$ cat src/rtl/acc_bus_pkg.sv
package acc_bus_pkg;
  localparam int DATA_W = 8;
  localparam int ADDR_W = 4;
  localparam int OPC_W  = DATA_W - ADDR_W;

  // one-hot bus source positions
  localparam int NSRC    = 5;
  localparam int SRC_PC  = 0;
  localparam int SRC_RAM = 1;
  localparam int SRC_IR  = 2;
  localparam int SRC_ALU = 3;
  localparam int SRC_ACC = 4;

  localparam logic [OPC_W-1:0] OPC_LOAD = 4'b0000;
  localparam logic [OPC_W-1:0] OPC_ADD  = 4'b0001;
  localparam logic [OPC_W-1:0] OPC_OUT  = 4'b1110;

  typedef struct packed {
    logic [NSRC-1:0] srcSel;
    logic            dstMar;
    logic            dstIr;
    logic            dstAcc;
    logic            dstOpnd;
    logic            dstOut;
    logic            pcInc;
  } ctrl_t;

  typedef enum logic [2:0] {
    ST_FETCH_ADDR,
    ST_FETCH_WORD,
    ST_FETCH_INC,
    ST_EXEC_1,
    ST_EXEC_2,
    ST_EXEC_3
  } step_t;
endpackage

$ cat src/rtl/acc_bus_control.sv
module acc_bus_control
  import acc_bus_pkg::*;
(
  input  logic             clk,
  input  logic             rst,
  input  logic [OPC_W-1:0] opcode,
  output ctrl_t            ctrl
);
  step_t step, stepNext;

  always_ff @(posedge clk) begin
    if (rst) step <= ST_FETCH_ADDR;
    else     step <= stepNext;
  end

  always_comb begin
    ctrl     = '0;
    stepNext = ST_FETCH_ADDR;
    case (step)
      ST_FETCH_ADDR: begin
        ctrl.srcSel[SRC_PC] = 1'b1;
        ctrl.dstMar         = 1'b1;
        stepNext            = ST_FETCH_WORD;
      end
      ST_FETCH_WORD: begin
        ctrl.srcSel[SRC_RAM] = 1'b1;
        ctrl.dstIr           = 1'b1;
        stepNext             = ST_FETCH_INC;
      end
      ST_FETCH_INC: begin
        ctrl.pcInc = 1'b1;
        if (opcode == OPC_LOAD || opcode == OPC_ADD || opcode == OPC_OUT)
          stepNext = ST_EXEC_1;
        else
          stepNext = ST_FETCH_ADDR;
      end
      ST_EXEC_1: begin
        if (opcode == OPC_OUT) begin
          ctrl.srcSel[SRC_ACC] = 1'b1;
          ctrl.dstOut          = 1'b1;
          stepNext             = ST_FETCH_ADDR;
        end else begin
          ctrl.srcSel[SRC_IR] = 1'b1;
          ctrl.dstMar         = 1'b1;
          stepNext            = ST_EXEC_2;
        end
      end
      ST_EXEC_2: begin
        ctrl.srcSel[SRC_RAM] = 1'b1;
        if (opcode == OPC_ADD) begin
          ctrl.dstOpnd = 1'b1;
          stepNext     = ST_EXEC_3;
        end else begin
          ctrl.dstAcc  = 1'b1;
          stepNext     = ST_FETCH_ADDR;
        end
      end
      ST_EXEC_3: begin
        ctrl.srcSel[SRC_ALU] = 1'b1;
        ctrl.dstAcc          = 1'b1;
        stepNext             = ST_FETCH_ADDR;
      end
      default: stepNext = ST_FETCH_ADDR;
    endcase
  end

  // at most one driver on the bus in any step
  p_one_source_r4: assert property (@(posedge clk) disable iff (rst)
    $onehot0(ctrl.srcSel));

  // a fetch always walks its three steps in order
  p_fetch_order_r4: assert property (@(posedge clk) disable iff (rst)
    (step == ST_FETCH_ADDR) |=> (step == ST_FETCH_WORD));

  p_fetch_inc_r4: assert property (@(posedge clk) disable iff (rst)
    (step == ST_FETCH_WORD) |=> (step == ST_FETCH_INC));
endmodule

$ cat src/rtl/acc_bus_datapath.sv
module acc_bus_datapath
  import acc_bus_pkg::*;
#(
  parameter int DW = DATA_W,
  parameter int AW = ADDR_W
) (
  input  logic             clk,
  input  logic             rst,
  input  ctrl_t            ctrl,
  input  logic             loadEn,
  input  logic [AW-1:0]    loadAddr,
  input  logic [DW-1:0]    loadData,
  output logic [DW-AW-1:0] opcode,
  output logic [DW-1:0]    outValue,
  output logic             outStrobe
);
  localparam int DEPTH = 1 << AW;

  logic [AW-1:0] pc, mar;
  logic [DW-1:0] ir, accA, regB, ramWord, aluSum, bus;
  logic [DW-1:0] mem [DEPTH];
  logic [DW-1:0] srcVal [NSRC];

  // RAM: preload only during reset, asynchronous read at the address register
  always_ff @(posedge clk) begin
    if (rst && loadEn) mem[loadAddr] <= loadData;
  end
  assign ramWord = mem[mar];

  assign aluSum = accA + regB;
  assign opcode = ir[DW-1:AW];

  assign srcVal[SRC_PC]  = {{(DW-AW){1'b0}}, pc};
  assign srcVal[SRC_RAM] = ramWord;
  assign srcVal[SRC_IR]  = {{(DW-AW){1'b0}}, ir[AW-1:0]};
  assign srcVal[SRC_ALU] = aluSum;
  assign srcVal[SRC_ACC] = accA;

  // wired-OR bus: each source gated by its select bit, zero when none selected
  always_comb begin
    bus = '0;
    for (int i = 0; i < NSRC; i++)
      bus = bus | ({DW{ctrl.srcSel[i]}} & srcVal[i]);
  end

  always_ff @(posedge clk) begin
    if (rst) begin
      pc        <= '0;
      mar       <= '0;
      ir        <= '0;
      accA      <= '0;
      regB      <= '0;
      outValue  <= '0;
      outStrobe <= 1'b0;
    end else begin
      if (ctrl.pcInc)   pc       <= pc + 1'b1;
      if (ctrl.dstMar)  mar      <= bus[AW-1:0];
      if (ctrl.dstIr)   ir       <= bus;
      if (ctrl.dstAcc)  accA     <= bus;
      if (ctrl.dstOpnd) regB     <= bus;
      if (ctrl.dstOut)  outValue <= bus;
      outStrobe <= ctrl.dstOut;
    end
  end

  // reset clears the architectural registers
  p_reset_clear_r6: assert property (@(posedge clk)
    rst |=> (pc == '0 && accA == '0 && regB == '0 && ir == '0 && outValue == '0 && !outStrobe));

  // a load step puts the addressed RAM word into the accumulator
  p_load_acc_r1: assert property (@(posedge clk) disable iff (rst)
    (ctrl.dstAcc && ctrl.srcSel[SRC_RAM]) |=> (accA == $past(ramWord)));

  // an ALU step writes the wrapped sum of both operands
  p_add_wrap_r2: assert property (@(posedge clk) disable iff (rst)
    (ctrl.dstAcc && ctrl.srcSel[SRC_ALU]) |=> (accA == DW'($past(accA) + $past(regB))));

  // an output step shows the accumulator with a one-cycle strobe
  p_out_strobe_r3: assert property (@(posedge clk) disable iff (rst)
    ctrl.dstOut |=> (outStrobe && outValue == $past(accA)));

  p_strobe_single_r3: assert property (@(posedge clk) disable iff (rst)
    !ctrl.dstOut |=> !outStrobe);
endmodule

$ cat src/rtl/acc_bus_cpu.sv
module acc_bus_cpu
  import acc_bus_pkg::*;
#(
  parameter int DW = DATA_W,
  parameter int AW = ADDR_W
) (
  input  logic          clk,
  input  logic          rst,
  input  logic          loadEn,
  input  logic [AW-1:0] loadAddr,
  input  logic [DW-1:0] loadData,
  output logic [DW-1:0] outValue,
  output logic          outStrobe
);
  ctrl_t             ctrl;
  logic [DW-AW-1:0]  opcode;

  acc_bus_control u_control (
    .clk    (clk),
    .rst    (rst),
    .opcode (opcode),
    .ctrl   (ctrl)
  );

  acc_bus_datapath #(.DW(DW), .AW(AW)) u_datapath (
    .clk       (clk),
    .rst       (rst),
    .ctrl      (ctrl),
    .loadEn    (loadEn),
    .loadAddr  (loadAddr),
    .loadData  (loadData),
    .opcode    (opcode),
    .outValue  (outValue),
    .outStrobe (outStrobe)
  );
endmodule

$ cat config.mk
export PLATFORM = sky130hd
export DESIGN_NAME = acc_bus_cpu
export DESIGN_NICKNAME = d
export VERILOG_FILES = /design/src/rtl/acc_bus_pkg.sv /design/src/rtl/acc_bus_control.sv /design/src/rtl/acc_bus_datapath.sv /design/src/rtl/acc_bus_cpu.sv
export SDC_FILE = /design/constraint.sdc
export NUM_CORES = 1
export LEC_CHECK = 0
export BUFFER_PORTS_ARGS = -buffer_cell sky130_fd_sc_hd__clkbuf_2
export CORE_MARGIN = 3
export CORE_UTILIZATION = 40
export CTS_BUF_LIST = sky130_fd_sc_hd__clkbuf_16
export DETAILED_ROUTE_END_ITERATION = 16
export GPL_TIMING_DRIVEN = 0
export PLACE_DENSITY_LB_ADDON = 0.08
export SLEW_MARGIN = 20
export SYNTH_ARGS = -nofsm -noshare
export SYNTH_HDL_FRONTEND = slang
export SYNTH_SLANG_ARGS = --single-unit
$ cat constraint.sdc
create_clock -name clk -period 1.91 [get_ports clk]
set_input_delay 0.382 -clock clk [delete_from_list [all_inputs] [get_ports clk]]
set_output_delay 0.382 -clock clk [all_outputs]
set_load 0.02 [all_outputs]
* Yosys cells after proc, flatten, opt, wreduce, memory -nomap -nowiden
Memories as Yosys holds them, arrays and structs flattened. A register that Yosys moved wholly into a read port is not among the register bits.
Cells that the tools add are included.
** Cells by class
- Bitwise logic cells :: 9
- Equal/unequal tests :: 7
- Reductions and logical operators :: 6
- $add $sub $neg :: 2
- Muxes and demuxes :: 22
** Operator list (number)
- $or 8x8->8 :: 4
- $and 8x8->8 :: 3
- $and 8x4->8 :: 2
- $pmux 3 s5 :: 1
- $mux 1 :: 14
- $add 8x8->8 :: 1
- $mux 4 :: 2
- $eq 3x2->1 const B :: 2
- $eq 3x3->1 const B :: 2
- $mux 3 :: 2
- $add 4x1->4 const B :: 1
- $eq 4x1->1 const B :: 1
- $eq 4x4->1 const B :: 1
- $logic_not 4->1 :: 1
- $pmux 1 s2 :: 2
- $eq 3x1->1 const B :: 1
- $logic_not 3->1 :: 1
- $logic_or 1x1->1 :: 2
- $mux 2 :: 1
- $reduce_or 2->1 :: 1
- $logic_and 1x1->1 :: 1
** Storage, ports and cells
- Memories :: 1
- Input port bits :: 15
- Bits in registers :: 44
- Output and inout port bits :: 9
- Bits in writable memories :: 128
** Memories
- u_datapath.mem :: depth 16, width 8, rd ports 1, clocked after memory_dff 1, write ports 1, RTL line acc_bus_datapath.sv:21 : logic [DW-1:0] mem [DEPTH];

* Longest topological paths before layout
- Depth after elaboration :: 10
- Gate-level depth with buffers :: 8
- Mapped depth without buffers :: 7

* Cells and area by module
A second synthesis with hierarchy kept.
** Second synthesis, totals
- Cell total of the unflattened synthesis :: 470
- Area, all modules :: 7314.5 um^2
** By module, submodules not included
- acc_bus_datapath :: area each 7065.5 um^2, cells each 436, instances 1
- acc_bus_control :: area each 249.0 um^2, cells each 34, instances 1

* Worst setup path before layout
OpenSTA, ideal clock, no wires.
- Path type :: reg2reg
- Start :: reg u_datapath.regB[0]
- End :: reg with a tool-made name
- Path buffers :: 0
- Required time :: 1763 ps
- Period minus slack after synthesis :: 1948 ps
- Arrival :: 1802 ps
- Cell stages (with the launch flop) :: 8
- Setup slack :: -38 ps
- Library setup time :: 147 ps
- Path through :: dfxtp_1 > ha_1 > fa_1 > xnor2_1 > a2bb2oi_1 > o22ai_1 > a211oi_2 > a211oi_1
** RTL lines
- start, declared :: RTL line acc_bus_datapath.sv:20 : logic [DW-1:0] ir, accA, regB, ramWord, aluSum, bus;
- start signal, assigned :: RTL line acc_bus_datapath.sv:60 : if (ctrl.dstOpnd) regB <= bus;

==> impl_metrics.yaml <==
logic_synthesis:
  synth_cells: 480
  async_reset_ff_share_pct: 0
  yosysTopAreaCell: "edfxtp_1"
  synthTopCellsByArea: "edfxtp_1 53%, dfxtp_1 13%, mux4_2 8.1%, nor2_1 2.7%, a211oi_1 2.4%"
  synth_edf_count: 128
  synth.most_common_cell: "edfxtp_1"
  synth_top_area_share_pct: 53.1
  ys.warnings.count: 0
  synth_seq_cells: 176
  syn_area_um2: 7230
  ys_types: 53
  synthTopCellsByCount: "128 x edfxtp_1, 53 x nor2_1, 48 x dfxtp_1"
  yosysSeqAreaShare_pct: 66.4
  synth_ff_type: "edfxtp_1"
  syn_nets: 504
  syn_area_per_cell_um2: 15.1
power:
  power.leakage_uw: 0.00291
  power_density_nw_per_um2: 1060
  ir_worst_vdd_mv: 0.613
finish:
  fillCellCount: 1467
  diodes: 0
  fin_util_pct: 51.3
  drive_gt1_share_pct: 38.2
  multiInputGateArea_um2: 2760
  final_nets: 564
  area_growth_pct: 23.9
  seq_area_um2: 4810
timing:
  fin_ws_ns: -0.109
  tightest_slew_ns: 0.916
  finalCriticalPeriod_ns: 2.02
  finalSetupTns_ns: -1.27
  relSlewSlack_pct: 38.7
  final-max-slew-violation-count: 0
  finalSetupViolCount: 28
  max_freq_ghz: 0.495
  finalCritPeriodShare_pct: 106
  skew_ns: 0.00977
  final_hold_viol_count: 0
  rsz0062_at_grt: "yes"
clock_network:
  cts_hold_buffers: 0
  path_clk_slew_ns: 0.07
  cts_tree: "built"
  clock-sinks: 176
  clock_latency_ns: 0.43
  numCtsBuffers: 17
  ctsRootBufferMaster: "clkbuf_16"
  htreeDepth: 4
  clock_path_buffers: 2
setup_path:
  critPathMaxFanout: 6
  cp_slowest_stage_delay_ns: 0.54
  worstSetupEndpointType: "flip-flop"
  crit_chain: "buf_12 -> buf_12 -> mux4_2 -> mux2i_4 -> nor2_4 -> o211ai_1 -> o311ai_1"
  crit_required_ns: 2.20
  cp_common_cell: "buf_12"
  critical_path_class: "reg -> reg"
  worst_ep_arrival_time_ns: 2.31
  crit_slowest_cell: "mux4_2"
  start_kind: "flip-flop"
route:
  final_antenna_net_count: 0
  wl_per_cell_um: 22.4
  dr.first_iter.drc_count: 321
  num_vias: 4311
  routed_wl_mm: 17.4
  route.detailed.drc: 0
  vias_per_cell: 5.55
  drtPass1Iterations: 4
floorplanning:
  coreArea_um2: 17500
  num_rows: 48
  fp.dieH_um: 140
  die_w_um: 140
  die_area_um2: 19700
  io_pins: 24
  start_util_pct: 41.4
global_routing:
  top_usage_layer: "met2"
  gr-usage-met2_pct: 30.2
  grt_overflow: 0
  grt_pass1_vias: 4430
  grt_use_met1_pct: 24.0
  antenna_found_initial: 0
  use_met3_pct: 4.85
  gr-usage-all-layers_pct: 18.4
  grt_max_degree: 17
  grt_first_pass_wirelength_mm: 26.8
status:
  outcome: "complete, but fails checks"
  failed_checks: "setup timing"
placement:
  globalplace.congestion: 0.871
  place.port_buffers: 23
  dp_hpwl_mm: 11.5
min_path:
  min-delay-path-class: "in -> reg"
job:
  cap_viol_max_count: 0
metal layers:
metal | vias up | wire (µm)
li1 | 2019 | -
met1 | 2197 | 7510
met2 | 78 | 8720
met3 | 17 | 907
met4 | 0 | 251
met5 | - | 0
final timing paths:
path / startpoint / end / slack, ns / cells past startpoint
worst max-delay path: flip-flop / u_datapath.accA[7] / -0.11 / 7
worst min-delay path: loadData[6] / u_datapath.mem[6][6] / 0.40 / 1
worst max register to register: flip-flop / u_datapath.accA[7] / -0.11 / 7
worst min register to register: u_datapath.outValue[5] / u_datapath.outValue[5] / 0.46 / 2
worst max-delay path, delay by kind of cell, from the launching register on:
kind | cells | cell delay (ns)
and+or+nand+nor | 1 | 0.07
AOI/OAI and AO/OA | 2 | 0.30
buffers and inverters | 2 | 0.30
DFF | 1 | 0.43
muxes | 2 | 0.78
where the power goes:
part / switching (µW) / leakage [µW] / internal [µW]
combinational: 928 / 0.00108 / 823
clock: 1540 / 0.000285 / 1950
sequential: 89.8 / 0.00155 / 4210
sequential cells by signal, indices dropped and copies added, names as in the netlist, named ones only:
register and flops:
u_control.step 3, u_datapath.accA 8, u_datapath.outValue 8, u_datapath.pc 4
u_datapath.ir 8, u_datapath.regB 8, u_datapath.outStrobe 1, u_datapath.mar 4
u_datapath.mem 128
metrics by stage:
stage / hold slack, ns / instance area, µm² / setup WS, ns / instances / total power, µW
after floorplan: 0.445 / 7230 / 0.0112 / 480 / 5160
after global placement: 0.446 / 7630 / -1.05 / 728 / 5560
after detailed placement: 0.450 / 7670 / -0.665 / 730 / 5570
after CTS: 0.372 / 8770 / -0.181 / 774 / 9480
after global routing: 0.410 / 8960 / -0.160 / 777 / 9870
final: 0.396 / 8960 / -0.109 / 777 / 9540
timing repair:
action / in CTS / in global routing
gates cloned: 2 / 0
resized for setup: 94 / 49
setup buffers: 11 / 4
endpoints found under the hold margin: 0 / 0
endpoints found under the setup margin: 92 / 61
pin swaps: 21 / 21
cells by family (layout without fill, tap and decap cells):
logic type	after synthesis	in the layout	synth area share (%)
simple gates	141	141	10.1
compound gates	78	78	7.23
fa+ha+maj	9	9	1.66
xor+xnor	6	6	0.727
mux	45	45	12.1
buf+inv	25	97	1.82
flops	176	176	66.4
cell type report:
| class | instances | area share, % |
|---|---|---|
| Sequential cell | 176 | 53.7 |
| Multi-Input combinational cell | 279 | 30.8 |
| Buffer | 22 | 2.37 |
| Clock buffer | 17 | 4.75 |
| Timing Repair Buffer | 41 | 3.36 |
| Tap cell | 225 | 3.14 |
| Clock inverter | 14 | 1.72 |
| Inverter | 3 | 0.126 |
cells in the final DEF, fill, tap and decap left out, drive strengths merged, types with 2 or more instances in the layout:
master and instances:
nor2b 3, mux2i 12, nand2 16, a211oi 26
xor2 3, and4b 2, or3b 2, mux4 32
inv 10, nand3b 2, ha 8, o211ai 5
and4 2, nand4 3, o21ai 15, clkinv 4
clkbuf 51, and3b 4, nor3b 4, edfxtp 128
nand3 28, a21o 3, nand2b 3, nor3 13
buf 29, o22ai 3, or3 2, a21oi 17
bufinv 2, dfxtp 48, nor2 53, o2111ai 2
xnor2 3
No activity file was read; power rests on OpenSTA's default activity.
